### src/rtl/irq_hs_pkg.sv
package irq_hs_pkg;

   typedef enum logic [1:0] {
      PH_CMD  = 2'd0,
      PH_DATA = 2'd1,
      PH_DONE = 2'd2
   } phase_e;

   function automatic int max2(input int a, input int b);
      return (a > b) ? a : b;
   endfunction

endpackage

### src/rtl/irq_hs_sync.sv
module irq_hs_sync #(
   parameter int             W       = 1,
   parameter int             STAGES  = 2,
   parameter logic [W-1:0]   RST_VAL = '0
) (
   input  logic         clk,
   input  logic         rst_n,
   input  logic [W-1:0] d_i,
   output logic [W-1:0] q_o
);

   logic [STAGES-1:0][W-1:0] chain_q;

   always_ff @(posedge clk or negedge rst_n) begin
      if (!rst_n) chain_q <= {STAGES{RST_VAL}};
      else        chain_q <= {chain_q[STAGES-2:0], d_i};
   end

   assign q_o = chain_q[STAGES-1];

endmodule

### src/rtl/irq_hs_serial.sv
module irq_hs_serial
   import irq_hs_pkg::*;
#(
   parameter int               CMD_W     = 8,
   parameter int               STAT_W    = 16,
   parameter logic [CMD_W-1:0] READ_CODE = 'h05
) (
   input  logic              clk,
   input  logic              rst_n,
   input  logic              cs_n_s,
   input  logic              sclk_s,
   input  logic              mosi_s,
   input  logic [STAT_W-1:0] status_word,
   output logic              rise_o,
   output logic              cap_o,
   output logic              hold_o,
   output logic              hold_d_o,
   output logic              miso_o
);

   localparam int CNT_W = $clog2(max2(CMD_W, STAT_W));

   phase_e              phase_q, phase_d;
   logic [CNT_W-1:0]    cnt_q, cnt_d;
   logic [CMD_W-1:0]    cmd_q, cmd_d, cmd_next;
   logic [STAT_W-1:0]   shf_q, shf_d;
   logic                miso_q, miso_d;
   logic                hold_q, hold_d;
   logic                sclk_prev_q;
   logic                rise, fall, cap;

   always_ff @(posedge clk or negedge rst_n) begin
      if (!rst_n) sclk_prev_q <= 1'b0;
      else        sclk_prev_q <= sclk_s;
   end

   assign rise     = ~cs_n_s &  sclk_s & ~sclk_prev_q;
   assign fall     = ~cs_n_s & ~sclk_s &  sclk_prev_q;
   assign cmd_next = {cmd_q[CMD_W-2:0], mosi_s};

   always_comb begin
      phase_d = phase_q;
      cnt_d   = cnt_q;
      cmd_d   = cmd_q;
      shf_d   = shf_q;
      miso_d  = miso_q;
      hold_d  = hold_q;
      cap     = 1'b0;
      if (cs_n_s) begin
         phase_d = PH_CMD;
         cnt_d   = '0;
         hold_d  = 1'b0;
         miso_d  = 1'b0;
      end else begin
         unique case (phase_q)
            PH_CMD: begin
               if (fall) begin
                  cmd_d = cmd_next;
                  cnt_d = cnt_q + 1'b1;
                  if (cnt_q == CNT_W'(CMD_W - 1)) begin
                     cnt_d = '0;
                     if (cmd_next == READ_CODE) begin
                        cap     = 1'b1;
                        phase_d = PH_DATA;
                        hold_d  = 1'b1;
                        shf_d   = status_word;
                     end else begin
                        phase_d = PH_DONE;
                     end
                  end
               end
            end
            PH_DATA: begin
               if (rise) begin
                  miso_d = shf_q[STAT_W-1];
                  shf_d  = {shf_q[STAT_W-2:0], 1'b0};
               end
               if (fall) begin
                  cnt_d = cnt_q + 1'b1;
                  if (cnt_q == CNT_W'(STAT_W - 1)) begin
                     phase_d = PH_DONE;
                     hold_d  = 1'b0;
                  end
               end
            end
            default: ;
         endcase
      end
   end

   always_ff @(posedge clk or negedge rst_n) begin
      if (!rst_n) begin
         phase_q <= PH_CMD;
         cnt_q   <= '0;
         cmd_q   <= '0;
         shf_q   <= '0;
         miso_q  <= 1'b0;
         hold_q  <= 1'b0;
      end else begin
         phase_q <= phase_d;
         cnt_q   <= cnt_d;
         cmd_q   <= cmd_d;
         shf_q   <= shf_d;
         miso_q  <= miso_d;
         hold_q  <= hold_d;
      end
   end

   assign rise_o   = rise;
   assign cap_o    = cap;
   assign hold_o   = hold_q;
   assign hold_d_o = hold_d;
   assign miso_o   = miso_q;

endmodule

### src/rtl/irq_hs_pending.sv
module irq_hs_pending #(
   parameter int N_SRC = 6
) (
   input  logic             clk,
   input  logic             rst_n,
   input  logic [N_SRC-1:0] event_i,
   input  logic [N_SRC-1:0] en_i,
   input  logic             cap_i,
   input  logic             hold_d_i,
   output logic [N_SRC-1:0] pend_o,
   output logic             irq_n_o
);

   logic [N_SRC-1:0] pend_q, pend_d;
   logic             irq_n_q;

   for (genvar i = 0; i < N_SRC; i++) begin : g_flag
      assign pend_d[i] = cap_i ? event_i[i] : (pend_q[i] | event_i[i]);
      always_ff @(posedge clk or negedge rst_n) begin
         if (!rst_n) pend_q[i] <= 1'b0;
         else        pend_q[i] <= pend_d[i];
      end
   end

   always_ff @(posedge clk or negedge rst_n) begin
      if (!rst_n) irq_n_q <= 1'b1;
      else        irq_n_q <= hold_d_i | ~(|(pend_d & en_i));
   end

   assign pend_o  = pend_q;
   assign irq_n_o = irq_n_q;

endmodule

### src/rtl/irq_status_handshake.sv
module irq_status_handshake #(
   parameter int               N_SRC       = 6,
   parameter int               STAT_W      = 16,
   parameter int               CMD_W       = 8,
   parameter logic [CMD_W-1:0] READ_CODE   = 'h05,
   parameter int               SYNC_STAGES = 2
) (
   input  logic             clk,
   input  logic             rst_n,
   input  logic [N_SRC-1:0] event_i,
   input  logic [N_SRC-1:0] irq_enable_i,
   input  logic             spi_cs_n_i,
   input  logic             spi_sclk_i,
   input  logic             spi_mosi_i,
   output logic             spi_miso_o,
   output logic             irq_n_o
);

   if (N_SRC < 1 || N_SRC > STAT_W) begin : g_bad_src
      $error("N_SRC must lie between 1 and STAT_W");
   end
   if (CMD_W < 2 || STAT_W < 2) begin : g_bad_width
      $error("CMD_W and STAT_W must be at least 2");
   end
   if (SYNC_STAGES < 2) begin : g_bad_sync
      $error("SYNC_STAGES must be at least 2");
   end

   logic [2:0]        bus_s;
   logic              cs_n_s, sclk_s, mosi_s;
   logic              sclk_rise, cap_stb, hold_q, hold_d;
   logic [N_SRC-1:0]  pend_q;
   logic [STAT_W-1:0] status_word;

   irq_hs_sync #(
      .W       (3),
      .STAGES  (SYNC_STAGES),
      .RST_VAL (3'b100)
   ) i_sync (
      .clk   (clk),
      .rst_n (rst_n),
      .d_i   ({spi_cs_n_i, spi_sclk_i, spi_mosi_i}),
      .q_o   (bus_s)
   );

   assign {cs_n_s, sclk_s, mosi_s} = bus_s;
   assign status_word = STAT_W'(pend_q);

   irq_hs_serial #(
      .CMD_W     (CMD_W),
      .STAT_W    (STAT_W),
      .READ_CODE (READ_CODE)
   ) i_serial (
      .clk         (clk),
      .rst_n       (rst_n),
      .cs_n_s      (cs_n_s),
      .sclk_s      (sclk_s),
      .mosi_s      (mosi_s),
      .status_word (status_word),
      .rise_o      (sclk_rise),
      .cap_o       (cap_stb),
      .hold_o      (hold_q),
      .hold_d_o    (hold_d),
      .miso_o      (spi_miso_o)
   );

   irq_hs_pending #(
      .N_SRC (N_SRC)
   ) i_pending (
      .clk      (clk),
      .rst_n    (rst_n),
      .event_i  (event_i),
      .en_i     (irq_enable_i),
      .cap_i    (cap_stb),
      .hold_d_i (hold_d),
      .pend_o   (pend_q),
      .irq_n_o  (irq_n_o)
   );

endmodule

### config.mk
export PLATFORM = sky130hd
export DESIGN_NAME = irq_status_handshake
export DESIGN_NICKNAME = d
export VERILOG_FILES = /design/src/rtl/irq_hs_pkg.sv /design/src/rtl/irq_hs_sync.sv /design/src/rtl/irq_hs_serial.sv /design/src/rtl/irq_hs_pending.sv /design/src/rtl/irq_status_handshake.sv
export SDC_FILE = /design/constraint.sdc
export NUM_CORES = 1
export LEC_CHECK = 0
export BUFFER_PORTS_ARGS = -buffer_cell sky130_fd_sc_hd__buf_2
export CAP_MARGIN = 20
export CORE_MARGIN = 2
export CORE_UTILIZATION = 25
export DETAILED_ROUTE_END_ITERATION = 6
export GPL_TIMING_DRIVEN = 0
export RECOVER_POWER = 100
export SETUP_SLACK_MARGIN = 0.02
export SLEW_MARGIN = 10
export SYNTH_ARGS = -nofsm -noshare
export SYNTH_HDL_FRONTEND = slang
export SYNTH_SLANG_ARGS = --single-unit
### constraint.sdc
create_clock -name clk -period 1.87 [get_ports clk]
set_input_delay 0.187 -clock clk [delete_from_list [all_inputs] [get_ports clk]]
set_output_delay 0.187 -clock clk [all_outputs]
set_load 0.05 [all_outputs]
==> impl_summary.md, run 1 <==
STA
For this run, the top clock speed supported by timing is 563.3 MHz. The number of hold violations in the final report is 0. The worst setup skew after layout is 0.01240 ns. For the final routed database, the setup TNS stands at 0 ns. Setup repair after global routing left no endpoint under its margin. The count of final max-slew check failures is 0. The worst-margin pin slew is 1.095 ns. The headroom to the max-slew limit is roughly 27%. The clock period could shrink to 1.775 ns. Dividing the final minimum period by the clock period gives between 90% and 100%. The number of endpoints failing setup at the final stage is 0.

Logic synthesis
In the synthesized netlist the dominant register cell turns out to be sky130_fd_sc_hd__dfrtp_1. The number of different library cells in the post-synthesis netlist is 40. The post-synthesis sequential element count is 45. Summing the sequential cell areas from Yosys gives 56.76% of the chip area. A synthesized cell averages 11.85 um^2. The number of nets handed over by synthesis was ~190.

The mapped netlist covers 0.001991 mm^2. After synthesis, the largest area contributor takes up about 53% of total cell area. The proportion of register bits with asynchronous set or reset after synthesis is 100.0%. The number of standard cells after synthesis is between 150 and 200. By area the synthesized netlist is led by sky130_fd_sc_hd__dfrtp_1, sky130_fd_sc_hd__mux2_2, sky130_fd_sc_hd__mux2i_1. The number of synthesized flops with an enable pin is 0. The number of warnings issued by yosys is 0. The cell type with the highest aggregate area in the netlist is sky130_fd_sc_hd__dfrtp_1.

Finish
The layout overhead on the synthesized area is 23.32%. In the final layout, flip-flops and latches occupy 0.001130 mm^2. For this run, the post-layout net count is 221.

The area taken by multi-input logic gates is 783.3 um^2. The count of non-filler cells in the finished layout is ~310. The number of antenna cells inserted is 0. The layout has roughly 800 filler cells.

The final design area excluding fillers is approximately 0.0025 mm^2. The final core utilization is 31.77%. In the final layout, the share of cells above drive strength 1 is 29.41%.

Power and ir drop
The leakage power total is 1.059 nW. The worst-case IR drop observed on VDD is 0.2464 mV. In this run the power density over the cells is 835.2 mW/mm^2.

Clock tree
The TritonCTS clock tree is done. The maximum clock path buffer count is 2. The number of levels the H-tree was split into is 2. Counting every sink on the clock net gives between 40 and 50.

The later-pin clock latency in the skew report is ~0.3 ns. After clock tree synthesis, the clock-pin slew on the worst setup and hold paths is approximately 0.09 ns. The number of buffers added by the clock tree synthesis step is 5. The cell chosen for the clock root is sky130_fd_sc_hd__clkbuf_8.

Setup path
The critical path launch point type is a flip-flop. The slack of the worst reg-to-reg path is roughly 0.095 ns. Data arrives at the worst endpoint at 1.96 ns. The required time of the worst setup path is 2.06 ns. The number of buffers and inverters on the critical path is 1. Of all nets on the critical path, the largest fanout is 8. The category of the worst setup path capture point is a flip-flop. The largest single stage delay on the critical path is 0.45 ns. Among cell families on the critical path, the largest total delay comes from simple AND/OR/NAND/NOR gates.

Walking the worst path, the cells encountered are nand2b_4, or3_4, a21oi_4, buf_12, mux2_2. The critical path start-end classification is flip-flop to flip-flop. The cell type of the slowest stage on the worst timing path is sky130_fd_sc_hd__dfrtp_1.

Route
In the final routed layout, each cell accounts on average for between 10 and 15 um. For this run, the detailed router's first-pass iteration total came to 4. The starting DRC count in detailed routing is 86. The number of design rule violations left after detail routing is 0. The number of vias after detailed routing is 1316. After detailed routing, the number of vias per cell comes to ~4.3. The total detailed-routing wirelength is 3561 um. Once detail routing completed, the nets flagged for antenna violations numbered 0.

Placed design
The weighted congestion reported at the end of routability-driven placement is roughly 0.75. The half-perimeter wire length after placement is 2402 um. The post-placement cell area is 0.002208 mm^2. The number of port buffers is 18. Including well taps, the total number of placed cells is 288.

Global route
The total congestion overflow is 0. The maximum number of pins on one net before global-route repair is 46. The wire length of the first global-routing pass is a little over 6000 um. The aggregate global-route resource usage is under 10%.

The number of antenna violations at the first check in global routing is 0. The number of global-route vias before repair is 1383.

Worst hold path
The path type of the worst min-delay path is input pin to flip-flop.

Floorplanning
The width of the chip is 93.24 um. The floorplan row count is 32. The core area is 0.007727 mm^2. The floorplan step set the die height to 93.24 um. The floorplan step defined a die boundary enclosing between 0.008 and 0.009 mm^2.

Once the floorplan was initialized, standard cells occupied about 26% of the core. 19 I/O pins were placed.

Run status
The run finished with clean final reports.

Job
The max-cap violation count is 0.
-- timing repair --
action / CTS / global route
setup buffers: 3 / 5
hold buffers: 2 / 1
gates cloned: 0 / 1
resized for setup: 4 / 6
hold endpoints to repair: 2 / 15
endpoints found under the setup margin: 22 / 15
pin swaps: 2 / 4
-- through the flow --
step                hold WS [ns]  power (mW)  setup slack, ns
global route            0.005661       2.153          0.02730
floorplan                -0.1086       1.248          0.04830
CTS                     0.001754       2.059          0.05191
global placement          0.2961       1.308          -0.1573
finish                  0.008889       2.050          0.09484
detailed placement        0.2932       1.317          -0.1674
-- cells by family after synthesis --
logic type                 Yosys count  share of synthesized area (%)
AOI/OAI and AO/OA                   27                          10.50
muxes                               23                          12.32
buffers and inverters               21                          4.776
adders and majority gates            1                         0.6284
DFF                                 45                          56.76
xor gates and xnor gates             1                         0.4401
and+or+nand+nor                     50                          14.58
-- final timing paths --
| path | startpoint | to | depth (start not counted) |
|---|---|---|---|
| worst max register to register | i_serial.phase_q[1] | i_serial.shf_q[4] | 5 |
| worst max-delay path | i_serial.phase_q[1] | i_serial.shf_q[4] | 5 |
| worst min-delay path | spi_sclk_i | i_sync.chain_q[1] | 1 |
| worst min register to register | i_sync.chain_q[0] | i_sync.q_o[0] | 0 |
| min in group asynchronous | rst_n | i_pending.pend_o[1] | 2 |
| max in group asynchronous | rst_n | i_sync.q_o[1] | 3 |
-- placed cells by master, fill, tap and decap left out, types with 2 or more instances in the layout --
cell type	count
sky130_fd_sc_hd__nand2_1	28
sky130_fd_sc_hd__mux2_2	11
sky130_fd_sc_hd__dlygate4sd3_1	3
sky130_fd_sc_hd__nand3_1	2
sky130_fd_sc_hd__nor3_1	2
sky130_fd_sc_hd__inv_1	14
sky130_fd_sc_hd__a21o_1	6
sky130_fd_sc_hd__dfrtp_1	42
sky130_fd_sc_hd__clkbuf_8	5
sky130_fd_sc_hd__buf_4	7
sky130_fd_sc_hd__nand4_1	2
sky130_fd_sc_hd__mux2i_1	11
sky130_fd_sc_hd__o21ai_0	3
sky130_fd_sc_hd__a31o_2	2
sky130_fd_sc_hd__a21oi_1	2
sky130_fd_sc_hd__clkbuf_1	5
sky130_fd_sc_hd__buf_2	16
sky130_fd_sc_hd__dfstp_2	3
sky130_fd_sc_hd__nor2_1	4
sky130_fd_sc_hd__buf_12	3
sky130_fd_sc_hd__a22oi_1	4
-- routing by layer --
metal | wire [um] | GRT usage, % | vias to the layer above
li1 | - | - | 650
met1 | 1788 | 12.19 | 638
met2 | 1568 | 13.73 | 22
met3 | 146 | 2.417 | 6
met4 | 58 | 3.309 | 0
met5 | 0 | 0 | -
-- power by group --
group          switching (mW)  total [mW]  internal, mW
clock network           0.321       0.722         0.401
logic                  0.0834       0.212         0.128
registers              0.0708        1.12          1.05
-- layout make-up --
type,instances,area share (%)
sequential,45,46.02
multi-input combinational,102,31.91
timing repair buffer,31,8.818
tap,102,5.199
clock buffer,6,2.956
inverter,14,2.141
clock inverter,2,1.580
buffer,4,1.376
-- registers in the layout, summed over array words and instances (netlist names) --
name and count:
i_pending.irq_n_o 1, i_pending.pend_o 6, i_serial.cmd_q 7, i_serial.cnt_q 4, i_serial.hold_o 1, i_serial.miso_o 1
i_serial.phase_q 2, i_serial.sclk_prev_q 1, i_serial.shf_q 16, i_sync.chain_q 3, i_sync.q_o 3
-- synth_stat cells (all sizes together), types with 2 or more instances --
library cell  instances
a22oi                 4
a31o                  2
clkbuf                4
nand2                28
nor2                  5
nand3                 2
inv                  14
buf                   3
and4bb                2
o21ai                 3
nand4                 3
dfrtp                42
mux2                 12
nor3                  2
dfstp                 3
a21o                  6
mux2i                11
a21oi                 3
No activity file was read; power rests on OpenSTA's default activity.
==> run 2, diff against run 1 <==
--- a/config.mk
+++ b/config.mk
@@ -7,10 +7,13 @@
 export LEC_CHECK = 0
 export BUFFER_PORTS_ARGS = -buffer_cell sky130_fd_sc_hd__buf_2
 export CAP_MARGIN = 20
+export CELL_PAD_IN_SITES_DETAIL_PLACEMENT = 0
+export CELL_PAD_IN_SITES_GLOBAL_PLACEMENT = 1
 export CORE_MARGIN = 2
 export CORE_UTILIZATION = 25
 export DETAILED_ROUTE_END_ITERATION = 6
 export GPL_TIMING_DRIVEN = 0
+export PLACE_DENSITY_LB_ADDON = 0.1
 export RECOVER_POWER = 100
 export SETUP_SLACK_MARGIN = 0.02
 export SLEW_MARGIN = 10
==> run 2 against run 1 <==
Compared with the run above: count of clock-buffer cells in the layout rose by 2; first-iteration DRC count shrank 55%; clock skew fell by 0.0030 ns.
==> impl_summary.md, run 2 (synthesized netlist as in run 1, its figures left out) <==
Run status
The flow ran to the end, and the final reports show no timing, DRC or antenna violations.

Setup path
The critical path contains buffers and inverters numbering 2 combined. The slack of the worst reg-to-reg path is about 0.09 ns. The arrival time reported for the critical path endpoint is between 1.5 and 2 ns. The startpoint identified for the worst register-to-register timing path is i_serial.phase_q[0]. The required time of the worst setup path is 2.05 ns.

The worst setup path is captured at a flip-flop. The critical path launch point type is a flip-flop. The delay of the slowest cell on the worst path is 0.38 ns. The worst reg2reg path endpoint is i_serial.shf_q[5].

Counting cells, the worst reg-to-reg path comes to 6. The critical path start-end classification is flip-flop to flip-flop. The gate family responsible for the most delay along the worst path is simple AND/OR/NAND/NOR gates. The total stage count of the critical path is 6. For this design, the slowest cell found on the critical path is sky130_fd_sc_hd__dfrtp_1. The critical path goes through buf_6, and4bb_2, nand4_4, a21oi_4, buf_12, mux2_2. The peak fanout along the critical path is 8.

STA
Setup violations remaining at the end of the flow were counted as 0. The setup TNS is 0 ns. The final clock period utilization by the worst path is 95.21%. The worst-margin pin slew is between 1 and 1.5 ns.

The count of final max-slew check failures is 0. The post-layout worst setup margin is 0.08963 ns. On the final layout, the worst clock skew is ~0.0094 ns. Static timing analysis puts the maximum clock frequency at approximately 560 MHz. The number of hold violations in the final report is 0. The routed design could run at a clock period as short as 1.780 ns. Measured against its own limit, the worst slew margin works out to 22.21%. Setup repair after global routing left no endpoint under its margin.

Power and ir drop
The share of total power in the clock network is 31.2%. In this run the power density over the cells is roughly 780 mW/mm^2. Summed over all cells, the static leakage comes to approximately 1.1 nW.

The worst-case IR drop observed on VDD is 0.3163 mV. Net switching is 23.91% of the power. The part of the power in combinational logic is 11.4%.

In this run, flip-flops and latches consume 57.4% of the power. The switching component of the power is 465.2 uW. The internal power is 1.480 mW.

Floorplanning
Measured along the y axis, the die boundary spans 93.24 um. The width of the chip is 93.24 um. Row generation in the floorplan step produced 32 rows. The area of the die is 0.008693 mm^2.

The top-level I/O count is 19. The core region is about 0.0077 mm^2. Once the floorplan was initialized, standard cells occupied 25.76% of the core.

Finish
The largest register by flop count is i_serial.shf_q. The filler cell count is 791. The net count reported at finish is 225. The final design area excluding fillers is 0.002507 mm^2. The final core utilization is 32.45%.

The flip-flop count of the largest register, all copies and words added is 16. In the final layout, the share of cells above drive strength 1 is 31.25%. The library cells used most frequently in the layout, excluding fill and tap cells, are sky130_fd_sc_hd__dfrtp_1, sky130_fd_sc_hd__nand2_1, sky130_fd_sc_hd__buf_2, sky130_fd_sc_hd__inv_1. From synthesis to final layout, the design area changed by 25.96%. 0 antenna diodes ended up in the layout. The most frequent standard cell in the layout excluding fill and tap cells is sky130_fd_sc_hd__dfrtp_1.

Clock tree
The maximum clock path buffer count is 2. The number of buffers added by the clock tree synthesis step is 5. The later-pin clock latency in the skew report is 0.30 ns. Clock tree synthesis selected as its root buffer the cell sky130_fd_sc_hd__clkbuf_8.

TritonCTS built the clock tree. The CTS clock-pin slew for the worst setup and hold paths is about 0.080 ns. The H-tree was split into 2 levels. The tree built by TritonCTS fans out to 45 sinks.

Route
After the first detailed-routing iteration, the DRC count stood at 39. After detailed routing, the number of vias per cell comes to roughly 4.4. Wires add up to between 3000 and 4000 um.

The total iterations of the first detailed-routing run is 4. The average wire per cell in the routed design is between 10 and 15 um. The remaining antenna violation count is 0. Across all layers, the routed design uses 1358 vias. After detailed routing, the number of remaining DRC violations is 0.

Global route
The wire length of the first global-routing pass is 6762 um. The number of antenna violations at the first check in global routing is 0. The maximum number of pins on one net before global-route repair is 46.

Summed over all layers, the global routing overflow is 0. Global routing consumed, over all layers together, 9.995% of the routing resources. The number of global-route vias before repair was 1374.

Job
The max-cap violation count is 0.

Worst hold path
The hold path startpoint is event_i[1]. In this run the worst hold path is classified as input pin to flip-flop. The path with the worst hold slack has its endpoint at i_pending.pend_o[1].

Counting instances, the worst hold path has a depth of 2.

Placed design
The number of port buffers is 18. The half-perimeter wire length after placement is 2691 um. The post-placement cell area is approximately 0.0022 mm^2. OpenSTA, run right after detailed placement, puts the worst setup slack at -0.2330 ns. The weighted congestion reported at the end of routability-driven placement is just over 0.7.
-- run 2: timing repair --
| action | in CTS | in global routing |
|---|---|---|
| pin swaps | 4 | 5 |
| gates cloned | 1 | 0 |
| hold buffers | 3 | 1 |
| hold endpoints to repair | 3 | 17 |
| gates resized for setup | 6 | 7 |
| setup endpoints to repair | 23 | 22 |
| buffers inserted | 6 | 5 |
-- run 2: how the worst max path moves through the flow --
| stage | startpoint | end |
|---|---|---|
| 4_1_cts | i_serial.cnt_q[1] | i_serial.shf_q[3] |
| 5_1_grt | i_sync.q_o[2] | i_serial.shf_q[4] |
| 2_1_floorplan | i_serial.phase_q[1] | i_serial.shf_q[1] |
| 6_report | i_serial.phase_q[0] | i_serial.shf_q[5] |
| 3_3_place_gp | i_sync.q_o[2] | i_serial.shf_q[6] |
| 3_5_place_dp | i_sync.q_o[2] | i_serial.shf_q[9] |
-- run 2: cell type report --
| class | instances | area [um^2] | area share (%) |
|---|---|---|---|
| timing repair buffer | 35 | 274.0 | 10.93 |
| tap | 102 | 127.6 | 5.090 |
| clock buffer | 8 | 90.09 | 3.593 |
| buffer | 4 | 35.03 | 1.397 |
| sequential | 45 | 1131 | 45.11 |
| inverter | 14 | 52.55 | 2.096 |
| multi-input combinational | 102 | 797.0 | 31.79 |
-- run 2: per-layer routing --
metal / part of all wire, % / global-route usage [%]
met2: 50 / 16.25
met3: 2.5 / 2.659
met4: 1.5 / 3.309
met1: 46 / 12.91
met5: 0 / 0
-- run 2: through the flow --
step / power (mW) / instances / hold WS, ns
2_1_floorplan: 1.248 / 168 / -0.1086
3_3_place_gp: 1.308 / 288 / 0.2973
3_5_place_dp: 1.321 / 288 / 0.2977
4_1_cts: 1.975 / 304 / 0.07633
5_1_grt: 2.072 / 310 / 0.07892
6_report: 1.946 / 310 / 0.08946
-- run 2: power groups by stage --
stage | sequential (mW) | clock (mW) | combinational [mW]
2_1_floorplan | 1.12 | 0 | 0.129
3_3_place_gp | 1.13 | 0 | 0.182
3_5_place_dp | 1.13 | 0 | 0.188
4_1_cts | 1.11 | 0.646 | 0.217
5_1_grt | 1.13 | 0.703 | 0.243
6_report | 1.12 | 0.607 | 0.221
-- run 2: worst reg2reg max path, delay by kind of cell, from the launching register on --
| kind | cells | cell delay, ns |
|---|---|---|
| muxes | 1 | 0.33 |
| AOI/OAI and AO/OA | 1 | 0.22 |
| and+or+nand+nor | 2 | 0.46 |
| buffers and inverters | 2 | 0.28 |
| DFF | 1 | 0.38 |
==> run 3, diff against run 2 <==
==> constraint.sdc (replaced) <==
create_clock -name clk -period 1.59 [get_ports clk]
set_input_delay 0.159 -clock clk [delete_from_list [all_inputs] [get_ports clk]]
set_output_delay 0.159 -clock clk [all_outputs]
set_load 0.05 [all_outputs]
==> run 3 against run 2 <==
Compared with the run above: largest cell class unchanged; register-to-register slack got worse by 0.29 ns; non-clock buffer count up 3; via count up 1.8%; clock skew is 0.0024 ns higher; the flow now finishes with violations (setup timing); clock power up 19%; highest routed layer unchanged; maximum frequency fell by 0.62%; global-route usage rose by 0.26 points; routed wire length increased by 4.8%; final cell count rose by 0.97%; critical endpoint is now i_serial.shf_q[10]; utilization rose by 1.2 points.
==> impl_summary.md, run 3 (synthesized netlist as in run 1, its figures left out) <==
Floorplanning
The vertical die dimension is 93.24 um. The floorplan step defined a core boundary enclosing 0.007727 mm^2. Pin placement for this block handled 19 I/O pins.

The area of the die is roughly 0.0087 mm^2. The floorplan row count is 32. The starting density of the core is 25.76%. The width of the chip is roughly 93 um.

Route
Before antenna repair, the detailed router went through 4 iterations. In this run, the number of DRC markers left after iteration 0 of detailed routing was 63. In the final routed layout, each cell accounts on average for 13.37 um. The per-cell via count in the routed design is ~4.4.

The number of vias after detailed routing is around 1400. The remaining antenna violation count is 0. In the routed design, unresolved DRC markers number 0. The final layout contains routed wiring with a total length of 4185 um.

Global route
After global routing the overflow that remains totals 0. The aggregate global-route resource usage is 10.25%. The number of antenna violations at the first check in global routing is 0. The wire length of the first global-routing pass is slightly below 7000 um. The number of global-route vias before repair is between 1000 and 1500. The maximum number of pins on one net before global-route repair is 46.

Power and ir drop
Summed over all cells, the static leakage comes to 1.108 nW. VDD sags by at most 0.3507 mV. The power density relative to cell area is 897.7 mW/mm^2.

Job
The max-cap violation count is 0.

STA
The final clock period utilization by the worst path is 112.7%. The highest clock frequency the design can meet is 558.2 MHz. The number of endpoints failing setup at the final stage is 23. The post-layout worst setup margin is -0.2016 ns. At the pin with the least slew margin, the transition time is between 0.5 and 0.6 ns. In this run the tightest slew margin relative to its limit is 60.20%. Setup repair after global routing could not meet its margin everywhere. The number of hold violations in the final report is 0. The count of final max-slew check failures is 0. The setup TNS is -3.430 ns. Across the routed clock network, the largest skew measured is 0.01178 ns. The time the worst path needs with I/O delays and setup is 1.792 ns.

Worst hold path
The path type of the worst min-delay path is input pin to flip-flop. The hold path startpoint is event_i[4].

Setup path
For the worst setup path, the data required time is 1.79 ns. The worst reg2reg path startpoint is i_serial.phase_q[0]. The critical path start-end classification is flip-flop to flip-flop.

The most critical setup path has its startpoint at i_serial.phase_q[0]. The worst setup path is launched from a flip-flop. STA classifies the critical path endpoint as a flip-flop. At the worst endpoint, the arrival time is ~2.0 ns.

Of all nets on the critical path, the largest fanout is 8.

Clock tree
The tree is rooted in a sky130_fd_sc_hd__clkbuf_8. The sink count of the clock tree is between 40 and 50. The longest clock path from root to sink contains 2 buffers. The number of levels the H-tree was split into is 2.

At the later pin of the worst-skew pair, clock insertion delay measures 0.29 ns. The number of buffers added by the clock tree synthesis step is 5. TritonCTS built the clock tree. Clock-pin slew was measured on the worst setup and hold paths at around 0.090 ns.

Finish
Leaving out fill and tap cells, the most frequent cell in the layout is sky130_fd_sc_hd__dfrtp_1. In the layout the commonest cells are sky130_fd_sc_hd__dfrtp_1, sky130_fd_sc_hd__nand2_1, sky130_fd_sc_hd__buf_2, sky130_fd_sc_hd__inv_1. The filler cell count is 791.

The repair_antennas step left the layout with diodes totalling 0. The share of final-layout standard cells stronger than drive strength 1 is 36.02%. The net count of the finished layout is between 200 and 250. For this run, the share of the core covered by cells in the final layout is 33.65%. The area growth from synthesis to layout is 30.61%.

The register with the most flip-flops in the layout has 16 of them. The largest register by flop count is i_serial.shf_q.

Placed design
The half-perimeter wire length after placement is 2791 um. Before CTS, the worst setup slack after placement is -0.5136 ns. At the end of routability-driven placement, the weighted congestion stood at 0.7510.

Buffers placed on the I/O ports in this run total 18.

Run status
The final reports fail on setup timing. The run finished, with violations left.
## run 3: cell count changes in the layout (fill, tap and decap cells not counted), moves of 2 or more
cell,before,now
sky130_fd_sc_hd__mux2_2,11,2
sky130_fd_sc_hd__mux2_4,1,10
sky130_fd_sc_hd__buf_6,1,4
sky130_fd_sc_hd__clkbuf_2,1,4
sky130_fd_sc_hd__buf_4,10,8
## run 3: final timing paths
path,endpoint,slack (ns),cells past startpoint
worst max-delay path,i_serial.shf_q[10],-0.20,7
min in group asynchronous,i_serial.cmd_q[6],0.37,2
worst max register to register,i_serial.shf_q[10],-0.20,7
worst min register to register,i_sync.q_o[1],0.34,0
worst min-delay path,i_pending.pend_o[4],0.07,2
max in group asynchronous,i_sync.q_o[1],0.24,3
## run 3: cell type report
type                    instances  area (um^2)  share of cell area [%]
clock buffers                   8        90.09                   3.465
multi-input cells             102        872.1                   33.54
flip-flops and latches         45         1131                   43.50
inverters                      14        55.05                   2.117
well taps                     102        127.6                   4.909
repair buffers                 38        282.8                   10.88
plain buffers                   4        41.29                   1.588
## run 3: where the power goes
part           internal (mW)  total, mW  switching, mW
sequential              1.23       1.32         0.0878
combinational          0.185      0.297          0.112
clock                  0.355      0.720          0.365
## run 3: what timing repair did
item | 4_1_cts | 5_1_grt
pin swaps | 7 | 12
buffers inserted | 10 | 6
resized for setup | 15 | 23
endpoints found under the setup margin | 28 | 35
gates cloned | 1 | 0
hold buffers | 3 | 1
hold endpoints to repair | 3 | 18
## run 3: metrics by stage
| stage | hold WS, ns | cell area [um^2] | std cells | power [mW] |
|---|---|---|---|---|
| 3_5_place_dp | 0.2695 | 2216 | 288 | 1.553 |
| 2_1_floorplan | -0.1366 | 1998 | 168 | 1.468 |
| 5_1_grt | 0.05865 | 2600 | 313 | 2.457 |
| 3_3_place_gp | 0.2689 | 2216 | 288 | 1.539 |
| 6_report | 0.06672 | 2600 | 313 | 2.334 |
| 4_1_cts | 0.05515 | 2485 | 307 | 2.293 |
## run 3: critical path: stages, from the launching register on
cell,delay (ns)
sky130_fd_sc_hd__dfrtp_1,0.38
sky130_fd_sc_hd__buf_6,0.14
sky130_fd_sc_hd__and4bb_2,0.33
sky130_fd_sc_hd__nand4_4,0.15
sky130_fd_sc_hd__a21oi_4,0.20
sky130_fd_sc_hd__buf_12,0.16
sky130_fd_sc_hd__buf_12,0.13
sky130_fd_sc_hd__mux2i_2,0.20
## run 3: routing by layer
metal	part of all wire, %	vias to the layer above	global-route usage, %
met5	0	-	0
met4	1.4	0	4.044
met3	2.8	4	2.740
met2	50	13	16.55
met1	46	703	13.05
li1	-	663	-
